<file path="src/rtl/spi_ce_pkg.sv">
package spi_ce_pkg;

  typedef enum logic {
    ST_IDLE = 1'b0,
    ST_RUN  = 1'b1
  } spi_state_e;

  // Per-cycle strobes derived from the half-period enable.
  typedef struct packed {
    logic tick;         // serial clock toggles this edge
    logic sample;       // toggle on which miso is taken
    logic change;       // toggle on which mosi advances
    logic last;         // final toggle of the word
    logic last_sample;  // sampling toggle that completes the word
  } spi_edge_t;

endpackage

</file>
<file path="src/rtl/spi_ce_timer.sv">
module spi_ce_timer
  import spi_ce_pkg::*;
#(
  parameter int WORD_W   = 8,
  parameter int CLK_DIV  = 2,
  parameter int PREFETCH = 3
) (
  input  logic      clk,
  input  logic      rst_n,
  input  logic      run,
  input  logic      cpha,
  output spi_edge_t ev,
  output logic      req
);

  localparam int EDGES    = 2 * WORD_W;
  localparam int EW       = $clog2(EDGES);
  localparam int DW       = (CLK_DIV > 1) ? $clog2(CLK_DIV) : 1;
  localparam int WORD_CYC = EDGES * CLK_DIV;
  localparam int CW       = $clog2(WORD_CYC);
  localparam int REQ_AT   = WORD_CYC - PREFETCH;

  logic [DW-1:0] div_q, div_d;
  logic [EW-1:0] edge_q, edge_d;
  logic [CW-1:0] cyc_q, cyc_d;
  logic          tick, last_edge, smp;

  // next-state: half-period divider, toggle index and cycle-in-word index
  always_comb begin
    tick      = run && (div_q == DW'(CLK_DIV - 1));
    last_edge = (edge_q == EW'(EDGES - 1));
    div_d     = div_q;
    edge_d    = edge_q;
    cyc_d     = cyc_q;
    if (!run) begin
      div_d  = '0;
      edge_d = '0;
      cyc_d  = '0;
    end else if (tick) begin
      div_d = '0;
      if (last_edge) begin
        edge_d = '0;
        cyc_d  = '0;
      end else begin
        edge_d = edge_q + EW'(1);
        cyc_d  = cyc_q + CW'(1);
      end
    end else begin
      div_d = div_q + DW'(1);
      cyc_d = cyc_q + CW'(1);
    end

    smp            = tick && (edge_q[0] == cpha);
    ev.tick        = tick;
    ev.last        = tick && last_edge;
    ev.sample      = smp;
    ev.change      = tick && (edge_q[0] != cpha) && (edge_q != '0) && !last_edge;
    ev.last_sample = smp && (edge_q == (cpha ? EW'(EDGES - 1) : EW'(EDGES - 2)));
    req            = run && (cyc_q == CW'(REQ_AT));
  end

  always_ff @(posedge clk) begin
    if (!rst_n) begin
      div_q  <= '0;
      edge_q <= '0;
      cyc_q  <= '0;
    end else begin
      div_q  <= div_d;
      edge_q <= edge_d;
      cyc_q  <= cyc_d;
    end
  end

  AST_REQ_SINGLE: assert property (@(posedge clk) disable iff (!rst_n)
    req |=> !req);

endmodule

</file>
<file path="src/rtl/spi_ce_txpath.sv">
module spi_ce_txpath
  import spi_ce_pkg::*;
#(
  parameter int WORD_W = 8
) (
  input  logic              clk,
  input  logic              rst_n,
  input  logic              start,
  input  logic              running,
  input  logic              wr,
  input  logic [WORD_W-1:0] wr_data,
  input  spi_edge_t         ev,
  output logic              mosi,
  output logic              cont
);

  logic [WORD_W-1:0] sh_q, sh_d;
  logic [WORD_W-1:0] pdata_q, pdata_d;
  logic              pend_q, pend_d;
  logic [WORD_W-1:0] nxt_word;

  always_comb begin
    cont     = ev.last && (wr || pend_q);
    nxt_word = wr ? wr_data : pdata_q;

    sh_d = sh_q;
    if (start)          sh_d = wr_data;
    else if (cont)      sh_d = nxt_word;
    else if (ev.change) sh_d = {sh_q[WORD_W-2:0], 1'b0};

    pend_d  = pend_q;
    pdata_d = pdata_q;
    if (cont) begin
      pend_d = 1'b0;
    end else if (running && wr) begin
      pend_d  = 1'b1;
      pdata_d = wr_data;
    end
  end

  always_ff @(posedge clk) begin
    if (!rst_n) begin
      sh_q    <= '0;
      pdata_q <= '0;
      pend_q  <= 1'b0;
    end else begin
      sh_q    <= sh_d;
      pdata_q <= pdata_d;
      pend_q  <= pend_d;
    end
  end

  // shift register and serial pin share one register stage with sck
  assign mosi = sh_q[WORD_W-1];

  AST_PEND_DRAIN: assert property (@(posedge clk) disable iff (!rst_n)
    (ev.last && pend_q) |=> !pend_q);

endmodule

</file>
<file path="src/rtl/spi_ce_rxpath.sv">
module spi_ce_rxpath
  import spi_ce_pkg::*;
#(
  parameter int WORD_W = 8
) (
  input  logic              clk,
  input  logic              rst_n,
  input  logic              miso,
  input  spi_edge_t         ev,
  output logic [WORD_W-1:0] rx_data,
  output logic              rx_valid
);

  logic [WORD_W-1:0] rsh_q, rsh_d;
  logic [WORD_W-1:0] rdat_q, rdat_d;
  logic              rval_q, rval_d;

  // miso enters the shifter unregistered, on the sampling enable
  always_comb begin
    rsh_d  = ev.sample ? {rsh_q[WORD_W-2:0], miso} : rsh_q;
    rdat_d = ev.last_sample ? {rsh_q[WORD_W-2:0], miso} : rdat_q;
    rval_d = ev.last_sample;
  end

  always_ff @(posedge clk) begin
    if (!rst_n) begin
      rsh_q  <= '0;
      rdat_q <= '0;
      rval_q <= 1'b0;
    end else begin
      rsh_q  <= rsh_d;
      rdat_q <= rdat_d;
      rval_q <= rval_d;
    end
  end

  assign rx_data  = rdat_q;
  assign rx_valid = rval_q;

  AST_RXV_SINGLE: assert property (@(posedge clk) disable iff (!rst_n)
    rx_valid |=> !rx_valid);

endmodule

</file>
<file path="src/rtl/spi_ce_master.sv">
module spi_ce_master
  import spi_ce_pkg::*;
#(
  parameter int WORD_W   = 8,
  parameter int CLK_DIV  = 2,
  parameter int PREFETCH = 3
) (
  input  logic              clk,
  input  logic              rst_n,
  input  logic              cpol,
  input  logic              cpha,
  input  logic [WORD_W-1:0] tx_data,
  input  logic              tx_wr,
  output logic              tx_req,
  output logic [WORD_W-1:0] rx_data,
  output logic              rx_valid,
  output logic              busy,
  output logic              sck,
  output logic              mosi,
  output logic              ss_n,
  input  logic              miso
);

  spi_state_e state_q, state_d;
  logic       sck_q, sck_d;
  logic       ss_q, ss_d;
  logic       running, start, cont;
  spi_edge_t  ev;

  assign running = (state_q == ST_RUN);
  assign start   = !running && tx_wr;

  spi_ce_timer #(
    .WORD_W  (WORD_W),
    .CLK_DIV (CLK_DIV),
    .PREFETCH(PREFETCH)
  ) i_timer (
    .clk  (clk),
    .rst_n(rst_n),
    .run  (running),
    .cpha (cpha),
    .ev   (ev),
    .req  (tx_req)
  );

  spi_ce_txpath #(
    .WORD_W(WORD_W)
  ) i_txpath (
    .clk    (clk),
    .rst_n  (rst_n),
    .start  (start),
    .running(running),
    .wr     (tx_wr),
    .wr_data(tx_data),
    .ev     (ev),
    .mosi   (mosi),
    .cont   (cont)
  );

  spi_ce_rxpath #(
    .WORD_W(WORD_W)
  ) i_rxpath (
    .clk     (clk),
    .rst_n   (rst_n),
    .miso    (miso),
    .ev      (ev),
    .rx_data (rx_data),
    .rx_valid(rx_valid)
  );

  // next-state for the word sequencer and the serial clock / select pins
  always_comb begin
    state_d = state_q;
    if (state_q == ST_IDLE) begin
      if (tx_wr) state_d = ST_RUN;
    end else begin
      if (ev.last && !cont) state_d = ST_IDLE;
    end
    sck_d = !running ? cpol : (ev.tick ? ~sck_q : sck_q);
    ss_d  = (state_d == ST_IDLE);
  end

  always_ff @(posedge clk) begin
    if (!rst_n) begin
      state_q <= ST_IDLE;
      sck_q   <= cpol;
      ss_q    <= 1'b1;
    end else begin
      state_q <= state_d;
      sck_q   <= sck_d;
      ss_q    <= ss_d;
    end
  end

  assign sck  = sck_q;
  assign ss_n = ss_q;
  assign busy = running;

  AST_SCK_IDLE_LEVEL: assert property (@(posedge clk) disable iff (!rst_n)
    (ss_n && $stable(cpol)) |-> (sck == cpol));

  AST_SCK_ON_ENABLE: assert property (@(posedge clk) disable iff (!rst_n)
    (running && !ev.tick) |=> $stable(sck));

  AST_MOSI_BETWEEN_TOGGLES: assert property (@(posedge clk) disable iff (!rst_n)
    (!ss_n && !ev.tick) |=> $stable(mosi));

  AST_SS_HELD_IN_WORD: assert property (@(posedge clk) disable iff (!rst_n)
    (running && !ev.last) |=> !ss_n);

endmodule

</file>
<file path="config.mk">
export PLATFORM = sky130hd
export DESIGN_NAME = spi_ce_master
export DESIGN_NICKNAME = d
export VERILOG_FILES = /design/src/rtl/spi_ce_pkg.sv /design/src/rtl/spi_ce_timer.sv /design/src/rtl/spi_ce_txpath.sv /design/src/rtl/spi_ce_rxpath.sv /design/src/rtl/spi_ce_master.sv
export SDC_FILE = /design/constraint.sdc
export NUM_CORES = 1
export LEC_CHECK = 0
export BUFFER_PORTS_ARGS = -buffer_cell sky130_fd_sc_hd__buf_2
export CAP_MARGIN = 25
export CORE_MARGIN = 5
export CORE_UTILIZATION = 56
export DETAILED_ROUTE_END_ITERATION = 10
export PLACE_DENSITY = 0.78
export SLEW_MARGIN = 20
export SYNTH_ARGS = -nofsm -noshare
export SYNTH_HDL_FRONTEND = slang
export SYNTH_SLANG_ARGS = --single-unit
</file>
<file path="constraint.sdc">
create_clock -name clk -period 2.24 [get_ports clk]
set_input_delay 0.448 -clock clk [delete_from_list [all_inputs] [get_ports clk]]
set_output_delay 0.448 -clock clk [all_outputs]
set_load 0.02 [all_outputs]
</file>
### After elaboration in Yosys (flattened, before gate mapping)

Index checks and enable logic that the tools add are counted.

* reductions and logical operators: 22
* eq/ne operators: 6
* bitwise gates (word level): 5
* mux-type cells: 14
* add/sub/neg operators: 3

Operators with widths (number)
* 2-to-1 mux 8 bit: 4
* logical AND 1 bit: 12
* 2-to-1 mux 5 bit: 2
* 2-to-1 mux 1 bit: 7
* adder 5 x 1 -> 5 bit, second input constant: 1
* == test 5 bit, second input constant: 1
* inverter 1 bit: 5
* adder 4 x 1 -> 4 bit, second input constant: 1
* == test 4 bit: 1
* == test 4 bit, second input constant: 1
* 2-to-1 mux 4 bit: 1
* AND reduction 2 bit: 2
* nonzero test 4 bit: 1
* logical NOT 1 bit: 3
* != test 3 x 2 -> 1 bit, second input constant: 1
* nonzero test 3 bit: 1
* OR reduction 3 bit: 1
* OR reduction 2 bit: 1
* adder 1 bit, second input constant: 1
* == test 1 bit: 1
* logical OR 1 bit: 1
* != test 1 bit: 1

* register bits after elaboration: 46
* output and inout port bits: 14

### Logic depth before layout (Yosys ltp)

* depth in word-level cells: 8
* mapped depth: 6
* depth with buffers taken out: 6

### By module

A second synthesis with hierarchy kept.

* cells, all modules: 191
* area, all modules: 1968.1 sq um

Modules (own cells, without submodules)
* spi_ce_txpath: cells an instance 72, instances 1, area an instance 742.0 sq um
* spi_ce_rxpath: cells an instance 50, instances 1, area an instance 599.3 sq um
* spi_ce_timer: cells an instance 58, instances 1, area an instance 500.5 sq um
* spi_ce_master: cells an instance 11, instances 1, area an instance 126.4 sq um

### Worst setup path after synthesis

OpenSTA, ideal clock, no wires.

* kind: flip-flop to flip-flop
* from: register i_timer.edge_q[0]
* to: register i_txpath.sh_q[1]
* arrival: 1487 ps
* path buffers: 0
* stages on the path, launching flop included: 6
* slack: 633 ps
* setup time: 120 ps
* data required time: 2120 ps
* cells stage by stage: dfxtp_1 ha_1 and3_2 a21oi_1 a21boi_0 o31a_1

* longest elaborated chain between the ends: 5
* elaborated cells on any way between the ends: 12
* classes of those cells: 2 x eq/ne; 2 x mux; 8 x reduce/logical

Ends and longest elaborated chain
* from (decl): line spi_ce_timer.sv:24 `logic [EW-1:0] edge_q, edge_d;`
* from (signal assigned): line spi_ce_timer.sv:69 `edge_q <= edge_d;`
* == test 4 bit or != test 1 bit (tied branches): line spi_ce_timer.sv:31, spi_ce_timer.sv:57
* logical AND 1 bit (on tied branches): line spi_ce_timer.sv:55, spi_ce_timer.sv:57
* logical AND 1 bit (on tied branches): line spi_ce_txpath.sv:23, spi_ce_timer.sv:57
* 2-to-1 mux 8 bit or logical AND 1 bit (tied branches): line spi_ce_txpath.sv:28, spi_ce_timer.sv:57
* 2-to-1 mux 8 bit or nonzero test 3 bit (tied branches)
* to (signal assigned): line spi_ce_txpath.sv:43 `sh_q <= '0;`
* to (signal assigned): line spi_ce_txpath.sv:47 `sh_q <= sh_d;`
* to (decl): line spi_ce_txpath.sv:17 `logic [WORD_W-1:0] sh_q, sh_d;`

Parallel ways exist; a longest one is shown, timed or not.
A chain may end at the register's enable or synchronous reset.

### Worst setup path after layout

* from: register i_timer.edge_q[0]
* to: register i_txpath.sh_q[2]

The elaborated chain is that of the path after synthesis.

==> out/metrics.cfg <==
[critical_path]
crit_arrival_ns=2.08
cp-start-kind=flop
r2r_end=i_txpath.sh_q[2]
path_delay_family=compound AO/OA/AOI/OAI gates
path_cells=ha_1 -> and3_2 -> a21oi_1 -> a21boi_0 -> o31a_1
crit_slowest_cell=a21oi_1
regToRegSetupSlack_ns=0.35
critPathCaptureType=flop
crit_type=reg2reg
timing.rr.start=i_timer.edge_q[0]
ff2ff_path_depth=5
worstPathMaxFanout=8
slowest_delay_ns=0.45
cp_num_buf_inv=0
critPathRequiredTime_ns=2.43

[pwr]
comb_power_share=0.081
power_density_nw_per_um2=642
p_leak_nw=0.867
vdd_ir_drop_max_mv=0.458
clkPwrFrac=0.340
power_frac_seq=0.578
power_switching_mw=0.336
swShare=0.226
internal_power_mw=1.15

[grt]
grt_pass1_wl_um=5840
grt_max_degree=37
grt_use_total=0.147
grt_overflow_total=0
antenna_found_initial=0
first_global_vias=1294

[routing]
dr.pass1.iters=4
drtIter0Drc=50
routed_wl_um=3510
vias_per_cell=5.16
drcViolationCount=0
wl_per_cell_um=12.8
dr_total_vias=1415
final_antenna_net_count=0

[clock_network]
cts_root_buf=clkbuf_8
cts_resized=0
cts_made_buffers=5
h-tree-depth=2
cts.clk_slew.worst_paths_ns=0.08
clock-sinks=46
cts_tree=yes
cts_buffer_depth=2
clock_latency_ns=0.29
ctsHoldBuffers=0
post_cts_buffers=0

[sta]
finalHoldViolCount=0
fin_crit_ns=1.89
rsz0062_at_grt=no
worst_pin_slew_ns=0.542
setup_viol=0
fmax_mhz=529
finalCritPeriodShare=0.844
finalMaxSlewViolations=0
fin_setup_tns_ns=0
relSlewSlack=0.639
fin_skew_ns=0.00406

[min_path]
hold_depth=3
hold_class=in2reg
min_from=tx_data[3]
holdPathEnd=i_txpath.pdata_q[3]

[cells_and_area]
syn_to_final_growth_pct=12.8
diodes=0
seq_area_um2=931
nets=243
final_cell_area_um2=2310
fillers=300
postLayoutCoreUtil=0.641
drive_above_1_share=0.212
mostFrequentLayoutCell=dfxtp_1
final_cell_mix=dfxtp_1 (45), buf_2 (27), mux2i_1 (25)
multiInputGateArea_um2=1050

[synthesis]
synth_cells=196
synth_simple_gate_area_share=0.200
yosys.area.top_type=dfxtp_1
synth-xor-area-share=0.0299
synthTopCellsByArea=dfxtp_1 (44%), mux2i_1 (12%), nor2b_1 (7.0%)
synth_top_family_by_area=simple AND/OR/NAND/NOR gates
synth.avg_cell_area_um2=10.5
synth_compound_area_frac=0.129
seq_area_frac_synth=0.454
yosysWarnings=0
yosys.area_share.adder=0.0244
synth_cell_types=36
synth_area_um2=2050
ys.flop_type=dfxtp_1
synth_mux_area_frac=0.128
synth_nets=214
synth_edf_count=1
synth_top_area_frac=0.440
ys_seq_elements=46
async_reset_ff_frac=0

[placement]
port-buffer-count=27
dpl_cell_area_um2=2220
gp_congestion=0.759
post-dp-hpwl_um=2460

[run_status]
status=complete, no violations

[floorplan]
start_util=0.568
die_area_um2=4970
die_h_um=70.5
rows=22
io_pins=28
core_um2=3610
die_w_um=70.5

[job]
drv_cap=0

-- metal layers --
metal  GRT usage  vias to the layer above  part of all wire
met1       0.206                      648              0.51
li1            -                      735                 -
met5           0                        -                 0
met4      0.0447                        0            0.0088
met3      0.0532                        4             0.048
met2       0.210                       28              0.44
-- stage by stage --
stage	power, mW	std cells	hold slack, ns	worst slack, ns
after detailed placement	1.00	266	0.458	0.362
after global placement	0.999	266	0.450	0.428
after floorplan	0.965	196	0.433	0.633
after global routing	1.55	274	0.426	0.245
after CTS	1.51	274	0.414	0.364
final	1.49	274	0.422	0.349
-- flip-flops by register name (all words and copies together), names as in the netlist --
register / count
i_txpath.sh_q: 8
i_timer.div_q: 1
i_rxpath.rx_valid: 1
i_rxpath.rsh_q: 7
i_timer.cyc_q: 5
sck: 1
busy: 1
i_rxpath.rx_data: 8
i_timer.edge_q: 4
i_txpath.pdata_q: 8
i_txpath.pend_q: 1
ss_n: 1
-- power groups by stage --
stage | Combinational [mW] | Clock [mW] | Sequential (mW)
floorplan | 0.0848 | 0 | 0.880
global placement | 0.120 | 0 | 0.878
detailed placement | 0.122 | 0 | 0.879
CTS | 0.123 | 0.524 | 0.859
global route | 0.134 | 0.552 | 0.863
finish | 0.121 | 0.505 | 0.859
-- worst max-delay path by stage --
stage | slack [ns] | startpoint | endpoint | cells past startpoint
finish | 0.35 | i_timer.edge_q[0] | i_txpath.sh_q[2] | 5
global route | 0.24 | i_timer.edge_q[0] | i_txpath.sh_q[6] | 5
CTS | 0.36 | i_timer.edge_q[0] | i_txpath.sh_q[2] | 5
detailed placement | 0.36 | i_timer.edge_q[0] | i_txpath.sh_q[2] | 5
global placement | 0.43 | i_timer.edge_q[0] | i_txpath.sh_q[7] | 5
floorplan | 0.63 | i_timer.edge_q[0] | i_txpath.sh_q[1] | 5
-- worst min-delay path, stage by stage --
cell     delay, ns
buf_2         0.08
mux2i_1       0.06
nor2b_1       0.09
-- synth_stat cells, types with 2 or more instances --
| master | n |
|---|---|
| and2_1 | 8 |
| xnor2_1 | 3 |
| o21ai_0 | 2 |
| nor2b_1 | 23 |
| nor2_1 | 13 |
| o31a_1 | 7 |
| xor2_1 | 4 |
| inv_1 | 5 |
| a22o_1 | 7 |
| a21oi_1 | 2 |
| nand3_1 | 7 |
| mux2i_1 | 25 |
| clkbuf_1 | 4 |
| nand2_1 | 6 |
| a21boi_0 | 8 |
| buf_4 | 3 |
| dfxtp_1 | 45 |
| ha_1 | 4 |
| o21a_1 | 3 |
-- logic make-up after synthesis --
group	count (synthesis)
adders and majority gates	4
and+or+nand+nor	66
AOI/OAI and AO/OA	33
xor gates and xnor gates	7
DFF	46
muxes	26
buffers and inverters	14
-- final cells by class --
class,instances,share of cell area
Clock buffer,7,0.0373
Timing Repair Buffer,31,0.0714
Clock inverter,1,0.00216
Sequential cell,46,0.403
Tap cell,48,0.0260
Inverter,5,0.00812
Multi-Input combinational cell,136,0.452
Note: power is estimated with default switching activity, not from simulation.
